==> src/rtl/sem_pkg.sv <==
package sem_pkg;
   typedef enum logic [1:0] {
      OWN_FREE = 2'd0,
      OWN_HOST = 2'd1,
      OWN_COP  = 2'd2
   } owner_e;
endpackage

==> src/rtl/sem_cell.sv <==
module sem_cell
   import sem_pkg::*;
(
   input  logic   clk,
   input  logic   rst,
   input  logic   host_lock,
   input  logic   host_rel,
   input  logic   cop_set,
   input  logic   cop_clr,
   output logic   cop_grant,
   output logic   host_owns
);
   owner_e owner_q, owner_d;

   always_comb begin
      owner_d = owner_q;
      unique case (owner_q)
         OWN_FREE: begin
            if (cop_set)        owner_d = OWN_COP;   // fixed priority: coprocessor first
            else if (host_lock) owner_d = OWN_HOST;
         end
         OWN_HOST: if (host_rel) owner_d = OWN_FREE;
         OWN_COP:  if (cop_clr)  owner_d = OWN_FREE;
         default:  owner_d = OWN_FREE;
      endcase
   end

   always_ff @(posedge clk) begin
      if (rst) owner_q <= OWN_FREE;
      else     owner_q <= owner_d;
   end

   assign cop_grant = cop_set && (owner_q == OWN_FREE);
   assign host_owns = (owner_q == OWN_HOST);

   // a granted set leaves the cell with the coprocessor
   a_r8_grant_takes: assert property (@(posedge clk) disable iff (rst)
      cop_grant |=> owner_q == OWN_COP);
   // coprocessor ownership survives any host request
   a_r5_cop_kept: assert property (@(posedge clk) disable iff (rst)
      (owner_q == OWN_COP && !cop_clr) |=> owner_q == OWN_COP);
   // coprocessor clear cannot free a host-held cell
   a_r10_host_kept: assert property (@(posedge clk) disable iff (rst)
      (owner_q == OWN_HOST && !host_rel) |=> owner_q == OWN_HOST);
   // a tied lock goes to the coprocessor
   a_r11_tie_cop: assert property (@(posedge clk) disable iff (rst)
      (owner_q == OWN_FREE && cop_set && host_lock) |=> owner_q == OWN_COP);
   // an uncontested host lock on a free cell succeeds
   a_r3_host_takes: assert property (@(posedge clk) disable iff (rst)
      (owner_q == OWN_FREE && !cop_set && host_lock) |=> host_owns);
endmodule

==> src/rtl/sem_host_port.sv <==
module sem_host_port #(
   parameter int unsigned NUM_SEM = 8,
   localparam int unsigned REG_W  = 2 * NUM_SEM
) (
   input  logic               host_sel,
   input  logic               host_wr,
   input  logic [REG_W-1:0]   host_wdata,
   input  logic [NUM_SEM-1:0] held_by_host,
   output logic [NUM_SEM-1:0] lock_req,
   output logic [NUM_SEM-1:0] rel_req,
   output logic [REG_W-1:0]   host_rdata
);
   logic                 we;
   logic [NUM_SEM-1:0]   mask;
   logic [NUM_SEM-1:0]   bits;

   assign we   = host_sel & host_wr;
   assign mask = host_wdata[REG_W-1:NUM_SEM];
   assign bits = host_wdata[NUM_SEM-1:0];

   for (genvar i = 0; i < NUM_SEM; i++) begin : g_bit
      assign lock_req[i] = we &  mask[i] &  bits[i];
      assign rel_req[i]  = we &  mask[i] & ~bits[i];
   end

   assign host_rdata = {{NUM_SEM{1'b0}}, held_by_host};
endmodule

==> src/rtl/sem_cop_port.sv <==
module sem_cop_port #(
   parameter int unsigned NUM_SEM = 8,
   localparam int unsigned IDX_W  = (NUM_SEM > 1) ? $clog2(NUM_SEM) : 1
) (
   input  logic               set_req,
   input  logic [IDX_W-1:0]   set_idx,
   input  logic               clr_req,
   input  logic [IDX_W-1:0]   clr_idx,
   input  logic [NUM_SEM-1:0] grant,
   output logic [NUM_SEM-1:0] set_vec,
   output logic [NUM_SEM-1:0] clr_vec,
   output logic               set_ok
);
   for (genvar i = 0; i < NUM_SEM; i++) begin : g_dec
      assign set_vec[i] = set_req && (set_idx == IDX_W'(i));
      assign clr_vec[i] = clr_req && (clr_idx == IDX_W'(i));
   end

   assign set_ok = |grant;

   always_comb begin
      a_r9_one_grant: assert ($onehot0(grant));
   end
endmodule

==> src/rtl/semabank.sv <==
module semabank #(
   parameter int unsigned NUM_SEM = 8,
   localparam int unsigned REG_W  = 2 * NUM_SEM,
   localparam int unsigned IDX_W  = (NUM_SEM > 1) ? $clog2(NUM_SEM) : 1
) (
   input  logic             clk,
   input  logic             rst,
   input  logic             host_sel,
   input  logic             host_wr,
   input  logic [REG_W-1:0] host_wdata,
   output logic [REG_W-1:0] host_rdata,
   input  logic             cop_set_req,
   input  logic [IDX_W-1:0] cop_set_idx,
   output logic             cop_set_ok,
   input  logic             cop_clr_req,
   input  logic [IDX_W-1:0] cop_clr_idx
);
   if (NUM_SEM < 2 || NUM_SEM > 16) begin : g_bad_count
      $error("semabank: NUM_SEM must lie in 2..16");
   end

   logic [NUM_SEM-1:0] lock_req, rel_req, set_vec, clr_vec, grant, held;

   sem_host_port #(.NUM_SEM(NUM_SEM)) u_host (
      .host_sel     (host_sel),
      .host_wr      (host_wr),
      .host_wdata   (host_wdata),
      .held_by_host (held),
      .lock_req     (lock_req),
      .rel_req      (rel_req),
      .host_rdata   (host_rdata)
   );

   sem_cop_port #(.NUM_SEM(NUM_SEM)) u_cop (
      .set_req (cop_set_req),
      .set_idx (cop_set_idx),
      .clr_req (cop_clr_req),
      .clr_idx (cop_clr_idx),
      .grant   (grant),
      .set_vec (set_vec),
      .clr_vec (clr_vec),
      .set_ok  (cop_set_ok)
   );

   for (genvar i = 0; i < NUM_SEM; i++) begin : g_cell
      sem_cell u_cell (
         .clk       (clk),
         .rst       (rst),
         .host_lock (lock_req[i]),
         .host_rel  (rel_req[i]),
         .cop_set   (set_vec[i]),
         .cop_clr   (clr_vec[i]),
         .cop_grant (grant[i]),
         .host_owns (held[i])
      );
   end

   // reset clears every ownership bit
   a_r1_reset_clear: assert property (@(posedge clk)
      rst |=> host_rdata == '0);
   // without a host write the host view cannot gain bits
   a_r2_no_write_no_gain: assert property (@(posedge clk) disable iff (rst)
      !(host_sel && host_wr) |=> (host_rdata & ~$past(host_rdata)) == '0);
   // mask half never shows up in the readback
   a_r7_mask_zero: assert property (@(posedge clk) disable iff (rst)
      host_sel |=> host_rdata[REG_W-1:NUM_SEM] == '0);
endmodule

==> config.mk <==
export PLATFORM = sky130hd
export DESIGN_NAME = semabank
export DESIGN_NICKNAME = d
export VERILOG_FILES = /design/src/rtl/sem_pkg.sv /design/src/rtl/sem_cell.sv /design/src/rtl/sem_host_port.sv /design/src/rtl/sem_cop_port.sv /design/src/rtl/semabank.sv
export SDC_FILE = /design/constraint.sdc
export NUM_CORES = 1
export LEC_CHECK = 0
export ABC_AREA = 1
export ABC_CLOCK_PERIOD_IN_PS = 900
export BUFFER_PORTS_ARGS = -buffer_cell sky130_fd_sc_hd__buf_4
export CORE_MARGIN = 3
export CORE_UTILIZATION = 45
export CTS_CLUSTER_DIAMETER = 30
export DETAILED_ROUTE_END_ITERATION = 7
export PLACE_DENSITY = 0.76
export SYNTH_ARGS = -nofsm -noshare
export SYNTH_HDL_FRONTEND = slang
export SYNTH_SLANG_ARGS = --single-unit
==> constraint.sdc <==
create_clock -name clk -period 0.9 [get_ports clk]
set_input_delay 0.135 -clock clk [delete_from_list [all_inputs] [get_ports clk]]
set_output_delay 0.135 -clock clk [all_outputs]
set_load 0.02 [all_outputs]
After elaboration in Yosys (flattened, before gate mapping)
Cells that the tools add are included.

Multiplexer cells: 40. Eq/ne operators: 54. Bitwise gates (word level): 33. Reduce and logical (&&, ||, !) cells: 43.

Operators by type and width (count): 2-bit two-way mux (32); 2-bit one-hot mux with 3 select lines (8); 2-bit by 1-bit inequality test with 1-bit output (second input constant) (16); 1-bit bitwise AND (25); 3-bit equality test (second input constant) (8); 1-bit logical AND (24); 3-bit by 1-bit inequality test with 1-bit output (second input constant) (8); 3-bit AND reduction (8); 2-bit by 1-bit equality test with 1-bit output (second input constant) (8); 2-bit equality test (second input constant) (8); 2-bit zero test (8); 3-bit by 2-bit equality test with 1-bit output (second input constant) (4); 1-bit inverter (8); 8-bit OR reduction (1); 3-bit by 1-bit equality test with 1-bit output (second input constant) (2); 3-bit zero test (2).

Register bits after elaboration: 16. Logic and storage cells: 178.

Logic depth before layout (Yosys ltp)
Depth after elaboration: 6. Mapped depth: 8.

Cells and area by module
Synthesis repeated with hierarchy kept, for this count alone.

Cell total of the unflattened synthesis: 292. Area, all modules: 1611.5 µm².

Modules (own cells, without submodules): sem_cell (sequential area each 40.0 µm², instances 8, area each 143.9 µm², cells an instance 24); sem_host_port (sequential area each 0.0 µm², instances 1, area each 276.5 µm², cells an instance 51); sem_cop_port (sequential area each 0.0 µm², instances 1, area each 183.9 µm², cells an instance 49).

Worst setup path before layout
OpenSTA, ideal clock, no wires.

Path kind: reg-to-output. Start: reg g_cell[1].u_cell.owner_q[0]. End: out cop_set_ok. Data arrival time: 838 ps. Data required time: 765 ps. Slack: -73 ps. Stages on the path, launching flop included: 6. Buffers on the path: 0. Path through: dfxtp_1 -> nor2_1 -> nand3_1 -> nand2_1 -> nor2_1 -> nand2_1.

Cells in the longest elaborated chain, start to end: 3.

RTL lines: start, declared (RTL line sem_cell.sv:13) `owner_e owner_q, owner_d;`; start signal, assigned (RTL line sem_cell.sv:30) `else owner_q <= owner_d;`; 2-bit zero test (RTL line sem_cell.sv:33) `assign cop_grant = cop_set && (owner_q == OWN_FREE);`; 1-bit logical AND (RTL line sem_cell.sv:33); 8-bit OR reduction (RTL line sem_cop_port.sv:19) `assign set_ok = |grant;`; end, declared (RTL line semabank.sv:14) `output logic cop_set_ok,`.

No other way between the ends.

Worst setup path after layout
Start: reg g_cell[4].u_cell.owner_q[1]. End: out cop_set_ok.

Cells in the longest elaborated chain, start to end: 3.

RTL lines (RTL line): start, declared (sem_cell.sv:13); start signal, assigned (sem_cell.sv:30); 2-bit zero test (sem_cell.sv:33); 1-bit logical AND (sem_cell.sv:33); 8-bit OR reduction (sem_cop_port.sv:19).

No other way between the ends.

==> impl_metrics.toml <==
[cells_and_area]
largest_register_ffs = 16
largest_registers = "g_cell.u_cell.owner_q: 16 flops"
regArea_sq_um = 345
diodes = 0
nets = 325
area_growth_pct = 78.1
drive_above_1_share_pct = 60.5
top_register = "g_cell.u_cell.owner_q"
final_common_cell = "buf_4"
layout_common_cells = "buf_4 (49), nand2_1 (37), buf_6 (28), inv_1 (26)"
multi_input_area_sq_um = 1000
nFillCells = 137

[cts]
cts_tree = "done"
cts_max_level = 1
clk_latency_ps = 290
cts_max_path_buffers = 2
root_buffer = "clkbuf_4"
ctsHoldBuffers = 0
clk_pin_slew_ps = 100
numCtsBuffers = 3
clock-sinks = 16

[worst_setup_path]
crit_path_end_kind = "output port"
setup.worst_path.start_class = "register"
path_cells = "nor2_4, nand3_2, nand2_1, nor2_1, nand2_2, buf_6"
cp.required_ps = 760
crit_arrival_ps = 1260
crit_type = "reg -> out"
path_buf_inv = 1
slowest_stage = "dfxtp_2"
path_delay_family = "simple AND/OR/NAND/NOR gates"
critPathMaxStageDelay_ps = 380
crit_path_max_fanout = 2

[run_status]
violations = "setup timing"
status = "finished, violations left"

[routing]
drtIter0Drc = 124
drt-vias-per-instance = 5.33
ant_nets = 0
drc = 0
m1WireLength_microns = 1870
wire_per_inst_microns = 14.9
wirelength_microns = 4860
highest-signal-layer = "met4"
wl_met3_microns = 360
via_count = 1739
drt_first_pass_iters = 5
wl_met2_microns = 2530

[sta]
hold_ws_ps = 172
slew_violations = 0
fin_crit_ps = 1390
clock_skew_ps = 0.516
setup_slack_ps = -492
final_hold_viol_count = 0
fin_crit_sh_pct = 155
setup_viol = 22
fmax_mhz = 718
rsz0062_at_grt = "true"

[place]
detailed_place_hpwl_microns = 2720
io_buffers = 36
place.gp.congestion = 0.860

[synthesis]
synth_top_family_by_area = "simple AND/OR/NAND/NOR gates"
synthCells = 227
yosysUniqueCellTypes = 15
synth_seq_area_share_pct = 24.9
yosys_warnings = 0
synth-compound-area-share_pct = 4.66
synth-xor-area-share_pct = 0
synth_area_sq_um = 1290
yosys.area_share.simple_pct = 45.7
syn_avg_cell_area_sq_um = 5.68
synth_fa_ha_area_share_pct = 0
synth-seq-cells = 16
muxShareOfSynthArea_pct = 0

[grt]
track_usage_pct = 23.2
grt_pass1_wl_microns = 6240
overflow = 0
grt_max_degree = 10
grt_pass1_vias = 1502
antenna_found_initial = 0

[floorplanning]
dieArea_sq_um = 3540
pin_count = 45
dieWidth_microns = 59.5
start_util_pct = 49.8
core.rowCount = 18
die_y_microns = 59.5
coreArea_sq_um = 2590

[job]
cap_violations = 0

[power_and_ir_drop]
power.density_nw_per_um2 = 1060
power_mw = 2.43
ir_drop_mv = 0.996
p_leak_nw = 1.15

[worst_hold_path]
hold_class = "in -> reg"
[report_power, final]
part | leakage, nW | internal (mW) | total (mW) | switching (mW)
logic | 0.991 | 0.536 | 1.13 | 0.591
clock network | 0.0210 | 0.247 | 0.491 | 0.244
registers | 0.138 | 0.759 | 0.813 | 0.0543
[Yosys cell counts]
cell type,n,area [sq um]
nand2_1,49,184
inv_1,42,158
nor2_1,39,146
nand3_1,35,175
buf_4,17,128
dfxtp_1,16,320
a21oi_1,8,40.0
nand4_1,8,50.1
o21ai_1,4,20.0
buf_6,2,22.5
inv_2,2,7.51
nor2_2,2,12.5
conb_1,1,3.75
nand3_2,1,10.0
nor2_4,1,11.3
[cells by family after synthesis]
group                  count (synthesis)
AND/OR/NAND/NOR                      135
flip-flops                            16
other                                  1
buffers and inverters                 63
AO/OA/AOI/OAI                         12
[final timing paths]
| check | startpoint | end | slack [ps] | cells after the start |
|---|---|---|---|---|
| setup / recovery | g_cell[4].u_cell.owner_q[1]$_SDFFE_PP0P_ | cop_set_ok | -490 | 6 |
| hold / removal | rst | g_cell[2].u_cell.owner_q[1]$_SDFFE_PP0P_ | 170 | 3 |
| setup reg to reg | g_cell[1].u_cell.owner_q[0]$_SDFFE_PP0P_ | g_cell[1].u_cell.owner_q[0]$_SDFFE_PP0P_ | -210 | 9 |
| hold reg to reg | g_cell[5].u_cell.owner_q[1]$_SDFFE_PP0P_ | g_cell[5].u_cell.owner_q[1]$_SDFFE_PP0P_ | 580 | 3 |
[routing by layer]
layer | vias to the layer above | track usage (%)
li1 | 821 | -
met1 | 814 | 28.9
met2 | 91 | 40.4
met3 | 13 | 2.61
met4 | 0 | 9.49
met5 | - | 0
[worst min-delay path: cells and delay by family]
kind	cells	cell delay [ps]
buf+inv	2	270
compound gates	1	40
[what timing repair did]
item                       CTS  global route
gates resized for setup     80            78
setup buffers               14            10
pin swaps                   24            36
setup endpoints to repair   22            25
gates cloned                 0             0
[stage by stage]
step / cell area [sq um] / TNS, ps / instances / setup WS (ps) / util (%)
after floorplan: 1330 / 0 / 234 / 0.104 / -
after global placement: 1730 / -527 / 313 / -155 / 66.7
final: 2290 / -3770 / 326 / -492 / 88.6
after CTS: 2060 / -3490 / 326 / -411 / 79.5
after global routing: 2290 / -4830 / 326 / -532 / 88.6
after detailed placement: 1730 / -704 / 313 / -176 / 66.7
[layout make-up]
type                            count  area share (%)
Tap cell                           30            1.64
Timing Repair Buffer               77            29.8
Multi-Input combinational cell    155            43.7
Inverter                           44            8.29
Clock buffer                        4            1.58
Sequential cell                    16            15.0
Note: power is estimated with default switching activity, not from simulation.
